===== src/rtl/sqarb_pkg.sv =====
package sqarb_pkg;

    localparam int SEQ_W = 16;
    localparam int PC_W  = 32;

    typedef logic [SEQ_W-1:0] seq_t;
    typedef logic [PC_W-1:0]  pc_t;

    // One completing instruction as seen by the arbiter
    typedef struct packed {
        logic vld;
        seq_t seq;
        logic is_load;
        logic done;
        logic mispred;
        logic pred_tkn;
        logic act_tkn;
        pc_t  next_pc;
        logic viol;
        seq_t viol_seq;
        pc_t  viol_pc;
    } lane_t;

    // Pending redirect carried along the lane chain
    typedef struct packed {
        logic valid;
        seq_t seq;
        pc_t  pc;
        logic incl_self;
        logic br_taken;
    } sq_state_t;

    typedef enum logic [1:0] {
        ACT_KEEP   = 2'd0,
        ACT_BRANCH = 2'd1,
        ACT_VIOL   = 2'd2
    } stage_act_e;

    function automatic logic is_older(input seq_t a, input seq_t b);
        return a < b;
    endfunction

    function automatic int unsigned ones32(input logic [31:0] v);
        int unsigned n;
        n = 0;
        for (int i = 0; i < 32; i++) begin
            n += int'(v[i]);
        end
        return n;
    endfunction

endpackage


===== src/rtl/sqarb_stage.sv =====
module sqarb_stage
    import sqarb_pkg::*;
(
    input  sq_state_t up,
    input  lane_t     ln,
    output sq_state_t dn,
    output logic      ev_tkn,
    output logic      ev_ntkn,
    output logic      ev_viol
);

    logic       examine;
    logic       br_hit;
    stage_act_e act;

    always_comb begin
        examine = ln.vld && (!up.valid || is_older(ln.seq, up.seq));
        br_hit  = ln.mispred && !(ln.is_load && !ln.done);
        act     = ACT_KEEP;
        if (examine && br_hit) begin
            if (!up.valid || is_older(ln.seq, up.seq)) begin
                act = ACT_BRANCH;
            end
        end else if (examine && ln.viol) begin
            if (!up.valid || !is_older(up.seq, ln.viol_seq)) begin
                act = ACT_VIOL;
            end
        end

        ev_tkn  = examine && br_hit && ln.pred_tkn;
        ev_ntkn = examine && br_hit && !ln.pred_tkn;
        ev_viol = ln.vld && ln.viol && !(examine && br_hit);

        case (act)
            ACT_BRANCH: begin
                dn.valid     = 1'b1;
                dn.seq       = ln.seq;
                dn.pc        = ln.next_pc;
                dn.incl_self = 1'b0;
                dn.br_taken  = ln.act_tkn;
            end
            ACT_VIOL: begin
                dn.valid     = 1'b1;
                dn.seq       = ln.viol_seq;
                dn.pc        = ln.viol_pc;
                dn.incl_self = 1'b1;
                dn.br_taken  = 1'b0;
            end
            default: dn = up;
        endcase
    end

endmodule


===== src/rtl/sqarb_counters.sv =====
module sqarb_counters
    import sqarb_pkg::*;
#(
    parameter int LANES = 4,
    parameter int CNT_W = 16
) (
    input  logic             clk,
    input  logic             rst,
    input  logic [LANES-1:0] ev_tkn,
    input  logic [LANES-1:0] ev_ntkn,
    input  logic [LANES-1:0] ev_viol,
    output logic [CNT_W-1:0] cnt_tkn_wrong,
    output logic [CNT_W-1:0] cnt_ntkn_wrong,
    output logic [CNT_W-1:0] cnt_mispred,
    output logic [CNT_W-1:0] cnt_viol
);

    localparam int INC_W = $clog2(LANES + 1);

    logic [INC_W-1:0] inc_tkn, inc_ntkn, inc_all, inc_viol;

    always_comb begin
        inc_tkn  = INC_W'(ones32(32'(ev_tkn)));
        inc_ntkn = INC_W'(ones32(32'(ev_ntkn)));
        inc_all  = INC_W'(ones32(32'(ev_tkn | ev_ntkn)));
        inc_viol = INC_W'(ones32(32'(ev_viol)));
    end

    always_ff @(posedge clk) begin
        if (rst) begin
            cnt_tkn_wrong  <= '0;
            cnt_ntkn_wrong <= '0;
            cnt_mispred    <= '0;
            cnt_viol       <= '0;
        end else begin
            cnt_tkn_wrong  <= cnt_tkn_wrong  + CNT_W'(inc_tkn);
            cnt_ntkn_wrong <= cnt_ntkn_wrong + CNT_W'(inc_ntkn);
            cnt_mispred    <= cnt_mispred    + CNT_W'(inc_all);
            cnt_viol       <= cnt_viol       + CNT_W'(inc_viol);
        end
    end

endmodule


===== src/rtl/squash_arbiter.sv =====
module squash_arbiter
    import sqarb_pkg::*;
#(
    parameter int LANES = 4,
    parameter int CNT_W = 16
) (
    input  logic                        clk,
    input  logic                        rst,
    input  logic [LANES-1:0]            ln_vld,
    input  logic [LANES-1:0][SEQ_W-1:0] ln_seq,
    input  logic [LANES-1:0]            ln_is_load,
    input  logic [LANES-1:0]            ln_done,
    input  logic [LANES-1:0]            ln_mispred,
    input  logic [LANES-1:0]            ln_pred_tkn,
    input  logic [LANES-1:0]            ln_act_tkn,
    input  logic [LANES-1:0][PC_W-1:0]  ln_next_pc,
    input  logic [LANES-1:0]            ln_viol,
    input  logic [LANES-1:0][SEQ_W-1:0] ln_viol_seq,
    input  logic [LANES-1:0][PC_W-1:0]  ln_viol_pc,
    output logic                        sq_valid,
    output logic [SEQ_W-1:0]            sq_seq,
    output logic [PC_W-1:0]             sq_pc,
    output logic                        sq_incl_self,
    output logic                        sq_br_taken,
    output logic [CNT_W-1:0]            cnt_tkn_wrong,
    output logic [CNT_W-1:0]            cnt_ntkn_wrong,
    output logic [CNT_W-1:0]            cnt_mispred,
    output logic [CNT_W-1:0]            cnt_viol
);

    lane_t            lanes [LANES];
    sq_state_t        chain [LANES+1];
    logic [LANES-1:0] ev_tkn, ev_ntkn, ev_viol;
    sq_state_t        sq_q;

    assign chain[0] = '0;

    for (genvar g = 0; g < LANES; g++) begin : g_lane
        always_comb begin
            lanes[g].vld      = ln_vld[g];
            lanes[g].seq      = ln_seq[g];
            lanes[g].is_load  = ln_is_load[g];
            lanes[g].done     = ln_done[g];
            lanes[g].mispred  = ln_mispred[g];
            lanes[g].pred_tkn = ln_pred_tkn[g];
            lanes[g].act_tkn  = ln_act_tkn[g];
            lanes[g].next_pc  = ln_next_pc[g];
            lanes[g].viol     = ln_viol[g];
            lanes[g].viol_seq = ln_viol_seq[g];
            lanes[g].viol_pc  = ln_viol_pc[g];
        end

        sqarb_stage stage_i (
            .up      (chain[g]),
            .ln      (lanes[g]),
            .dn      (chain[g+1]),
            .ev_tkn  (ev_tkn[g]),
            .ev_ntkn (ev_ntkn[g]),
            .ev_viol (ev_viol[g])
        );
    end

    always_ff @(posedge clk) begin
        if (rst) begin
            sq_q <= '0;
        end else begin
            sq_q <= chain[LANES];
        end
    end

    assign sq_valid     = sq_q.valid;
    assign sq_seq       = sq_q.seq;
    assign sq_pc        = sq_q.pc;
    assign sq_incl_self = sq_q.incl_self;
    assign sq_br_taken  = sq_q.br_taken;

    sqarb_counters #(
        .LANES (LANES),
        .CNT_W (CNT_W)
    ) cnt_i (
        .clk            (clk),
        .rst            (rst),
        .ev_tkn         (ev_tkn),
        .ev_ntkn        (ev_ntkn),
        .ev_viol        (ev_viol),
        .cnt_tkn_wrong  (cnt_tkn_wrong),
        .cnt_ntkn_wrong (cnt_ntkn_wrong),
        .cnt_mispred    (cnt_mispred),
        .cnt_viol       (cnt_viol)
    );

endmodule


===== config.mk =====
export PLATFORM = sky130hd
export DESIGN_NAME = squash_arbiter
export DESIGN_NICKNAME = d
export VERILOG_FILES = /design/src/rtl/sqarb_pkg.sv /design/src/rtl/sqarb_stage.sv /design/src/rtl/sqarb_counters.sv /design/src/rtl/squash_arbiter.sv
export SDC_FILE = /design/constraint.sdc
export NUM_CORES = 1
export LEC_CHECK = 0
export BUFFER_PORTS_ARGS = -buffer_cell sky130_fd_sc_hd__buf_2
export CAP_MARGIN = 20
export CORE_AREA = 2 2 205 207
export DETAILED_ROUTE_END_ITERATION = 6
export DIE_AREA = 0 0 207 209
export PLACE_DENSITY = 0.47
export SLEW_MARGIN = 20
export SYNTH_ARGS = -nofsm -noshare
export SYNTH_HDL_FRONTEND = slang
export SYNTH_SLANG_ARGS = --single-unit

===== constraint.sdc =====
create_clock -name clk -period 11.7 [get_ports clk]
set_input_delay 1.17 -clock clk [delete_from_list [all_inputs] [get_ports clk]]
set_output_delay 1.17 -clock clk [all_outputs]
set_load 0.01 [all_outputs]

==> metrics.txt <==
max cap viols=0; hold_ws=0.492 ns; via density per instance=5.12; # fillers=4557; Worst Setup Start Kind=input pin; row count=75; maximum clock rate=91.4 MHz; post-layout power=1.55 mW; Die H=209 um; Post-CTS Setup Inserts=0; post-route ant nets=0; I/O Buffers=528; failing checks=DRC; CTS Buffer Depth=2; # setup viols final=0; CTS root buf=clkbuf_16; ys async rst share=0%; number of synthesized flops with an enable pin=0; HP Class=reg2reg; Final period util=93.6%; Least-Margin Pin Slew=1.04 ns; most used cell, CP=ha_1; CTS tree=built; post-synthesis cell area=9500 sq um; first-pass GRT wire length=69300 um; Die Width=207 um; post-synth cell types=70; die area=43300 sq um; RSZ-0062 raised after global routing=false; Max rail drop VDD=0.0528 mV; pre-CTS setup slack=-0.301 ns; setup_tns=0 ns; Worst-Skew Late Latency=0.42 ns; vias in the first global route=11073; cell area after layout=13300 sq um; crit path capture type=flip-flop; area grow syn2layout=40.5%; Crit Path Max Fanout=35; routability congestion estimate=0.919; Synth Instances=1203; Tmin final=10.95 ns; Worst-path clk slew=0.05 ns; initial DRC count=992; final number of hold-violating endpoints=0; power density cells=116 nW/um^2; outcome=finished with violations; # DRC=7; dpl hpwl=39900 um; total core area=41300 sq um; Post-DP Area=12700 sq um; final non-filler cell total=2258; Initial Utilization=23.0%; clock skew=0.00552 ns; average wire per standard cell=21.1 um; P_leak=6.72 nW; setup ws final=0.753 ns; syn nets=1735; Rel. slew slack=30.4%; Main synth FF type=dfxtp_1; clk sink count=115; Vias=11562; post-layout util=32.3%; CTS Buf Count=17; first drt pass iteration count=7; Setup CP Type=in2reg; pin count of the biggest net entering global routing=84; syn avg cell area=7.90 sq um; fraction of layout cells with a size suffix above 1=34.6%; number of H-tree levels=4; max incr delay on CP=0.61 ns; Worst path slowest cell=or4b_2; Seq/Total Area, Yosys=24.2%; fin. max-slew vios=0; All-Layer GR Usage=21.0%; Crit path required time=12.04 ns; layout net count=2228; Critical Path AT=11.29 ns; total grt overflow=0; Routed WL=47600 um; warnings from Yosys=0; Placed Cells=2216; flip-flop and latch count after synthesis=115; I/O Pins=529; initial antenna violation count=18
-- cells in the mapped netlist (3+ instances only) --
cell	instances	area [sq um]
fa_1	8	160
a22oi_1	47	353
xnor2_1	18	158
a221oi_1	34	298
or3_1	14	87.6
o21ai_0	45	225
a222oi_1	32	320
a21boi_0	3	22.5
a221o_1	15	150
nand4_1	17	106
a21oi_1	85	425
nor2b_1	21	131
nor2_1	72	270
nand2_1	83	312
and3_1	35	219
a21o_1	28	210
clkbuf_1	47	176
nand2b_1	4	25.0
buf_2	9	45.0
buf_1	6	22.5
and2_1	6	37.5
xor2_1	23	201
dfxtp_1	115	2300
nand3_1	83	415
o211ai_1	39	293
nor3_1	12	60.1
buf_4	4	30.0
ha_1	110	1380
o22ai_1	17	106
inv_1	113	424
and4_1	5	43.8
o21a_1	3	22.5
-- per-layer routing --
layer / global-route usage [%] / vias up / wire length (um)
li1: - / 5524 / -
met1: 29.6 / 5479 / 21600
met2: 32.0 / 494 / 21000
met3: 5.74 / 51 / 4160
met4: 4.43 / 14 / 648
met5: 0 / - / 96
-- path summary, 6_finish.rpt --
kind | slack, ns | cells past startpoint | start | end
hold reg to reg | 0.49 | 2 | cnt_i.cnt_tkn_wrong[15] | cnt_i.cnt_tkn_wrong[15]
setup / recovery | 0.75 | 45 | ln_done[0] | cnt_i.cnt_tkn_wrong[15]
hold / removal | 0.49 | 2 | cnt_i.cnt_tkn_wrong[15] | cnt_i.cnt_tkn_wrong[15]
setup reg to reg | 9.84 | 7 | cnt_i.cnt_viol[4] | cnt_i.cnt_viol[15]
-- flip-flops by register name, indices dropped and copies added (netlist names) --
name                  cells
cnt_i.cnt_ntkn_wrong     16
sq_seq                   16
sq_pc                    32
sq_br_taken               1
cnt_i.cnt_viol           16
cnt_i.cnt_tkn_wrong      16
sq_incl_self              1
sq_valid                  1
cnt_i.cnt_mispred        16
-- area by class of cell --
cell class              instances  area (sq um)  area share [%]
multi-input cells             906          6540            49.0
repair buffers                542          2770            20.8
flip-flops and latches        115          2300            17.2
well taps                     539           674            5.05
clock buffers                  23           478            3.58
inverters                     114           428            3.21
clock inverters                 9           128           0.956
diodes                         10          25.0           0.187
-- layout by cell type (no fill, tap or decap), types with 20 or more instances in the layout --
cell	netlist	routed
a21oi_1	85	85
o21ai_0	45	44
xor2_1	23	23
dfxtp_1	115	115
a222oi_1	32	32
nand2_1	83	83
inv_1	113	113
o211ai_1	39	39
nor2_1	72	68
a221oi_1	34	34
a22oi_1	47	47
nor2b_1	21	20
a21o_1	28	28
buf_2	9	528
and3_1	35	33
ha_1	110	110
nand3_1	83	83
-- timing repair --
item	CTS	global route
gates resized for setup	0	4
hold buffers	0	0
endpoints found under the setup margin	0	22
-- report_power, final --
| group | total [mW] | internal, mW | switching (mW) |
|---|---|---|---|
| Sequential | 0.445 | 0.428 | 0.0174 |
| Clock | 0.543 | 0.351 | 0.192 |
| Combinational | 0.561 | 0.226 | 0.335 |
| Total | 1.55 | 1.00 | 0.545 |
-- critical path, delay by kind of cell --
kind / cells / cell delay, ns
adders and majority gates: 6 / 1.74
buffers and inverters: 7 / 0.97
and+or+nand+nor: 16 / 3.78
AOI/OAI and AO/OA: 16 / 3.62
-- cell families after synthesis --
| group | Yosys count | synth area share (%) |
|---|---|---|
| compound gates | 383 | 29.2 |
| xor+xnor | 41 | 3.78 |
| buf+inv | 182 | 7.56 |
| simple gates | 364 | 19.1 |
| fa+ha+maj | 118 | 16.2 |
| flops | 115 | 24.2 |
(Power assumes the default switching activity.)
